## src/rtl/agc_settle_ctrl.sv

```systemverilog
module agc_settle_ctrl #(
  parameter int GAIN_W = 5,
  parameter int MAG_W  = 8,
  parameter int STEP_W = 4
) (
  input  logic              clk,
  input  logic              rst_n,
  input  logic              rx_en,
  input  logic              adc_stb,
  input  logic              flt_stb,
  input  logic [MAG_W-1:0]  mag,
  input  logic [1:0]        wait1_sel,
  input  logic [1:0]        wait2_sel,
  input  logic [1:0]        avg_sel,
  input  logic [MAG_W-1:0]  cs_thr,
  input  logic [MAG_W-1:0]  up_mrg,
  input  logic [MAG_W-1:0]  dn_mrg,
  input  logic              cs_manual,
  input  logic [GAIN_W-1:0] gain_max,
  output logic [GAIN_W-1:0] gain,
  output logic [MAG_W-1:0]  rssi,
  output logic              carrier,
  output logic              settled,
  output logic [STEP_W-1:0] gain_steps
);
  localparam int ACC_W = MAG_W + 4;
  localparam int CMP_W = MAG_W + 2;
  localparam int CNT_W = 8;

  typedef enum logic [2:0] {S_IDLE, S_W1, S_W2, S_AVG, S_DEC, S_SET} st_t;
  st_t st;

  logic [CNT_W-1:0] cnt, w1_len, w2_len, avg_len, cur_len;
  logic [ACC_W-1:0] acc, sum_nxt, avg_q;
  logic [CMP_W-1:0] lim_lo, lim_hi;
  logic             too_hi, too_lo, can_dn, can_up, cnt_last;

  assign w1_len  = 8'd16 << wait1_sel;
  assign w2_len  = (wait2_sel == 2'd3) ? 8'd48 : 8'd16 + {3'd0, wait2_sel, 3'd0};
  assign avg_len = 8'd2 << avg_sel;
  assign cur_len = (st == S_W1) ? w1_len : (st == S_W2) ? w2_len : avg_len;
  assign cnt_last = (cnt == cur_len - 8'd1);

  assign sum_nxt = acc + {{(ACC_W-MAG_W){1'b0}}, mag};
  assign avg_q   = sum_nxt >> ({1'b0, avg_sel} + 3'd1);

  assign lim_lo = {2'b0, cs_thr} + {2'b0, up_mrg};
  assign lim_hi = lim_lo + {2'b0, dn_mrg};
  assign too_hi = {2'b0, rssi} > lim_hi;
  assign too_lo = {2'b0, rssi} < lim_lo;
  assign can_dn = gain != '0;
  assign can_up = gain < gain_max;
  assign settled = (st == S_SET);

  logic [STEP_W-1:0] steps_inc;
  assign steps_inc = (&gain_steps) ? gain_steps : gain_steps + 1'b1;

  always_ff @(posedge clk) begin
    if (!rst_n) begin
      st <= S_IDLE;
      cnt <= '0;
      acc <= '0;
      gain <= '0;
      rssi <= '0;
      carrier <= 1'b0;
      gain_steps <= '0;
    end else if (!rx_en) begin
      st <= S_IDLE;
      cnt <= '0;
      acc <= '0;
      gain <= gain_max;
      carrier <= 1'b0;
      gain_steps <= '0;
    end else begin
      case (st)
        S_IDLE: begin
          st  <= S_W1;
          cnt <= '0;
        end
        S_W1: if (adc_stb) begin
          if (cnt_last) begin
            st <= S_W2;
            cnt <= '0;
          end else cnt <= cnt + 1'b1;
        end
        S_W2: if (flt_stb) begin
          if (cnt_last) begin
            st <= S_AVG;
            cnt <= '0;
            acc <= '0;
          end else cnt <= cnt + 1'b1;
        end
        S_AVG: if (flt_stb) begin
          if (cnt_last) begin
            rssi <= avg_q[MAG_W-1:0];
            st <= S_DEC;
          end else begin
            acc <= sum_nxt;
            cnt <= cnt + 1'b1;
          end
        end
        S_DEC: begin
          if (!cs_manual && rssi > cs_thr) carrier <= 1'b1;
          cnt <= '0;
          if (too_hi && can_dn) begin
            gain <= gain - 1'b1;
            gain_steps <= steps_inc;
            st <= S_W2;
          end else if (too_lo && can_up) begin
            gain <= gain + 1'b1;
            gain_steps <= steps_inc;
            st <= S_W2;
          end else st <= S_SET;
        end
        default: ;
      endcase
    end
  end


  w1_gate_chk: assert property (@(posedge clk) disable iff (!rst_n)
    (st == S_W1 && rx_en && !adc_stb) |=> (st == S_W1));


  gain_step_chk: assert property (@(posedge clk) disable iff (!rst_n)
    (st != S_IDLE && rx_en) |=> ({1'b0, gain} == {1'b0, $past(gain)} ||
      {1'b0, gain} == {1'b0, $past(gain)} + 1'b1 ||
      {1'b0, gain} + 1'b1 == {1'b0, $past(gain)}));


  hold_gain_chk: assert property (@(posedge clk) disable iff (!rst_n)
    (settled && rx_en) |=> (settled && $stable(gain)));


  cs_manual_chk: assert property (@(posedge clk) disable iff (!rst_n)
    $rose(carrier) |-> !$past(cs_manual));


  drop_clear_chk: assert property (@(posedge clk) disable iff (!rst_n)
    !rx_en |=> (!settled && !carrier && gain_steps == '0));


  steps_mono_chk: assert property (@(posedge clk) disable iff (!rst_n)
    rx_en |=> (gain_steps >= $past(gain_steps)));
endmodule

```

## config.mk

```make
export PLATFORM = sky130hd
export DESIGN_NAME = agc_settle_ctrl
export DESIGN_NICKNAME = d
export VERILOG_FILES = /design/src/rtl/agc_settle_ctrl.sv
export SDC_FILE = /design/constraint.sdc
export NUM_CORES = 1
export LEC_CHECK = 0
export ABC_CLOCK_PERIOD_IN_PS = 10360
export BUFFER_PORTS_ARGS = -buffer_cell sky130_fd_sc_hd__buf_4
export CAP_MARGIN = 25
export CORE_UTILIZATION = 63
export CTS_BUF_LIST = sky130_fd_sc_hd__clkbuf_16
export CTS_CLUSTER_SIZE = 16
export DETAILED_ROUTE_END_ITERATION = 6
export GPL_ROUTABILITY_DRIVEN = 0
export PLACE_DENSITY_LB_ADDON = 0.05
export REMOVE_ABC_BUFFERS = 1
export SYNTH_ARGS = -nofsm -noshare
export SYNTH_HDL_FRONTEND = slang
export SYNTH_SLANG_ARGS = --single-unit
export TNS_END_PERCENT = 30
```

## constraint.sdc

```tcl
create_clock -name clk -period 10.36 [get_ports clk]
set_clock_uncertainty 0.2 [all_clocks]
set_input_delay 1.036 -clock clk [delete_from_list [all_inputs] [get_ports clk]]
set_output_delay 1.036 -clock clk [all_outputs]
set_load 0.005 [all_outputs]
```

Word-level counts from Yosys, hierarchy flattened

Cells that the tools add are included.

Add/subtract/negate cells: 10
Magnitude comparators: 4
Equality and inequality tests: 16
Shift-type cells: 3
Multiplexer cells: 30
Reductions and logical operators: 20

Operator list:

| kind                  | count |
|---|---|
| $mux W8               | 7 |
| $mux W12              | 4 |
| $pmux W8 S4           | 1 |
| $mux W3               | 8 |
| $pmux W12 S2          | 1 |
| $mux W5               | 4 |
| $pmux W3 S5           | 1 |
| $ne A2 B2 Y1 const B  | 7 |
| $add A12 B8 Y12       | 1 |
| $mux W4               | 3 |
| $shr A12 B3 Y8        | 1 |
| $add A9 B8 Y10        | 1 |
| $gt A8 B10 Y1         | 1 |
| $reduce_and A5 Y1     | 2 |
| $reduce_bool A5 Y1    | 2 |
| $add A8 B8 Y9         | 1 |
| $lt A8 B9 Y1          | 1 |
| $add A8 B1 Y8 const B | 1 |
| $eq A8 B8 Y1          | 1 |
| $gt A8 B8 Y1          | 1 |
| $reduce_and A2 Y1     | 4 |
| $reduce_and A4 Y1     | 2 |
| $shl A2 B2 Y8 const A | 1 |
| $shl A5 B2 Y8 const A | 1 |
| other kinds (21)      | 26 |

Register bits after elaboration: 41
Word-level logic and storage cells: 90

Longest topological paths before layout

Word-level depth: 9
Mapped depth: 25
Depth with buffers taken out: 25

Worst setup path before layout

Ideal clock, no wire load.

Kind: in2reg
Start point: input cs_thr[0]
End point: register gain[4]
Data arrival time: 5.650 ns
Required time: 10.024 ns
Setup slack: 4.374 ns
Stages: 25
Path buffers: 0
Cell sequence: ha_1 fa_1 a21oi_1 nor2_1 a31oi_1 nand2b_1 xor2_1 ha_1 o21a_1 nor2_1 a31oi_1 xnor2_1 ha_1 nand4_1 nor3_1 a2111oi_0 o311ai_0 nand2_1 ha_1 a21o_1 a21oi_1 nor4_1 and4_1 a2111oi_0 a211oi_1

Cells in the longest elaborated chain, start to end: 7
Elaborated cells on any way between the ends: 11
Classes of those cells: add/sub: 2; order compare: 2; eq/ne: 1; mux: 3; reduce/logical: 3

RTL lines:

| what                 | RTL line | RTL |
|---|---|---|
| from (decl)          | 15       | `input logic [MAG_W-1:0] cs_thr,` |
| $add A8 B8 Y9 (*)    | 47       | `assign lim_lo = {2'b0, cs_thr} + {2'b0, up_mrg};` |
| $add A9 B8 Y10       | 48       | `assign lim_hi = lim_lo + {2'b0, dn_mrg};` |
| $gt A8 B10 Y1        | 49       | `assign too_hi = {2'b0, rssi} > lim_hi;` |
| $logic_and A1 B1 Y1  | 105      | `if (too_hi && can_dn) begin` |
| $mux W5              | 105      |  |
| $mux W5              | 75       | `case (st)` |
| $mux W5              | 67       | `end else if (!rx_en) begin` |
| to (signal assigned) | 71       | `gain <= gain_max;` |
| to (signal assigned) | 106      | `gain <= gain - 1'b1;` |
| to (signal assigned) | 110      | `gain <= gain + 1'b1;` |
| to (decl)            | 20       | `output logic [GAIN_W-1:0] gain,` |

Mark *: on every way between the ends. The rest lies on a longest branch, timed or not. The select of a mux whose other input is x is not followed.
A chain may end at the register's enable or synchronous reset.

Worst setup path in the final report

Same ends and word-level chain as after synthesis.

==> impl_metrics.toml <==
[status]
outcome = "finished, violations left"
violations = "design-rule violations"

[pwr]
switching_share_pct = 32.8
sequentialPowerShare_pct = 34.2
switching_power_mw = 0.158
ir_drop_mv = 0.0728
power.leakage_nw = 2.32
clkPwrFrac_pct = 31.0
power_mw = 0.483
p_int_mw = 0.325
pwr-share-comb_pct = 34.8
powerDensity_nw_per_um2 = 98.0

[grt]
grt_overflow_total = 0
antenna_found_initial = 0
track_usage_pct = 30.1
grt_max_degree = 25
grt_pass1_vias = 4050
grt_pass1_wl_mm = 17.7

[detailed_routing]
ant_nets = 0
vias = 4199
firstDrtPassIters = 7
vias_per_cell = 6.28
drt_iter0_drc = 226
wl_per_cell_um = 15.7
totalWireLength_mm = 10.5
drc_errors = 10

[synthesis]
seq_area_frac_synth_pct = 19.2
synth_area_per_cell_um2 = 8.00
yosysUniqueCellTypes = 69
synth_warnings = 0
synthCells = 535
yosys_most_used_dff = "dfxtp_1"
synth-edff-count = 0
synth-seq-cells = 41
async_reset_ff_share_pct = 0
syn_area_um2 = 4280

[clock_tree]
cts_made_buffers = 5
cts_hold_buf = 0
clockRootBuffer = "clkbuf_16"
cts_sinks = 41
ctsResizeCount = 0
cts_tree = "done"
post_cts.repair.setup_buffers = 0
clkTransAtPathRegs_ps = 60
cts_buffer_depth = 2
cts_max_level = 2
clk_latency_ps = 280

[cells_and_area]
antennaDiodeCount = 0
area_growth_pct = 15.2
postLayoutCoreUtil_pct = 76.3
final_common_cell = "buf_4"
mostFrequentLayoutCells = "68 x buf_4, 57 x ha_1, 45 x a21oi_1"
layout-drive-gt1-share_pct = 14.4
fin_nets = 701
fillCellCount = 499

[sta]
slew_headroom_pct = 33.6
min_period_ps = 6650
hold_slack_ps = 252
finalCritPeriodShare_pct = 64.2
slew_violations = 0
finalSetupTns_ps = 0
tightestPinTransition_ps = 988
setup-violations-final = 0
rsz0062_at_grt = "false"
fmax_mhz = 150
hold_violations = 0

[die]
rows = 29
fp.dieH_um = 84.4
core_area_um2 = 6460
dieWidth_um = 84.4
die_area_um2 = 7130
initial_utilization_pct = 66.3
design.portCount = 68

[critical_path]
crit_arrival_ps = 6600
regToRegEndpoint = "acc[4]$_SDFFE_PN0P_"
r2r_start = "st[0]$_SDFFE_PN0P_"
r2r_cells = 11
reg2reg_slack_ps = 6010
crit_start = "cs_thr[0]"
startpoint_type = "input pin"
worstPathRequired_ps = 10320
crit_type = "input pin to flip-flop"
endpoint_kind = "flip-flop"
cp_max_fo = 6

[placement]
dp_hpwl_mm = 8.12
port-buffer-count = 67

[hold_path]
hold_depth = 2
min_to = "acc[6]$_SDFFE_PN0P_"
holdCritStartpoint = "acc[6]$_SDFFE_PN0P_"
hold_path_class = "flip-flop to flip-flop"

[flow_run]
max_cap_violations = 0
-- area by class of cell --
type | count | area [µm²] | area share (%)
multi-input cells | 439 | 3230 | 65.5
repair buffers | 68 | 510 | 10.4
flip-flops and latches | 41 | 821 | 16.7
inverters | 36 | 135 | 2.74
clock buffers | 5 | 125 | 2.54
well taps | 77 | 96.3 | 1.95
clock inverters | 3 | 12.5 | 0.254
-- routing by layer --
metal  global-route usage [%]  wire, µm
met2                     54.8      5200
met3                     3.93       566
met1                     37.1      4570
met5                        0         0
met4                     8.94       153
-- worst max path at each step --
stage | end | slack (ps) | depth (start not counted)
after floorplan | gain[4]$_SDFFE_PN0P_ | 4370 | 25
after global placement | gain[4]$_SDFFE_PN0P_ | 3860 | 26
after detailed placement | gain[4]$_SDFFE_PN0P_ | 3590 | 26
after global routing | gain[4]$_SDFFE_PN0P_ | 3150 | 26
final | gain[4]$_SDFFE_PN0P_ | 3710 | 26
after CTS | gain[4]$_SDFFE_PN0P_ | 3850 | 26
-- cell families after synthesis --
family	Yosys count	synth area share, %
simple gates	166	20.7
buf+inv	55	5.38
flops	41	19.2
mux	16	3.83
xor+xnor	32	6.87
fa+ha+maj	61	18.5
compound gates	164	25.5
-- through the flow --
stage                     instance area (µm²)  cells  setup WS [ps]
after detailed placement                 4790    661           3590
final                                    4930    669           3710
after global placement                   4780    660           3860
after global routing                     4930    669           3150
after floorplan                          4180    516           4370
after CTS                                4930    669           3850
-- power groups by stage --
stage	Combinational (mW)	Sequential [mW]	Clock (mW)
after floorplan	0.114	0.167	0
after global placement	0.157	0.168	0
after detailed placement	0.165	0.169	0
after CTS	0.167	0.165	0.153
after global routing	0.186	0.166	0.157
final	0.168	0.165	0.150
-- critical path, cell delays in order --
cell and delay (ps):
buf_4 120, ha_1 220, fa_1 400, a21oi_1 180, nor2_1 70, a31oi_1 270
nand2b_1 110, xor2_1 170, ha_1 340, o21a_1 140, nor2_1 50, a31oi_1 230
xnor2_1 170, ha_1 290, nand4_1 110, nor3_1 60, a2111oi_0 490, o311ai_0 370
nand2_1 280, ha_1 310, a21o_1 170, a21oi_1 240, nor4_1 90, and4_1 220
a2111oi_0 390, a211oi_1 80
-- registers in the layout (all words and copies together), names as in the netlist --
| signal | cells |
|---|---|
| acc | 12 |
| cnt | 8 |
| rssi | 8 |
| gain | 5 |
| gain_steps | 4 |
| st | 3 |
| carrier | 1 |
-- synthesized netlist by cell type, types with 14 or more instances --
| library cell | instances | area, µm² |
|---|---|---|
| a21o_1 | 15 | 113 |
| a21oi_1 | 45 | 225 |
| dfxtp_1 | 41 | 821 |
| ha_1 | 57 | 713 |
| inv_1 | 35 | 131 |
| nand2_1 | 38 | 143 |
| nand3_1 | 19 | 95.1 |
| nor2_1 | 30 | 113 |
| o21ai_0 | 23 | 115 |
| xnor2_1 | 17 | 149 |
| xor2_1 | 14 | 123 |
No activity file was read; power rests on OpenSTA's default activity.
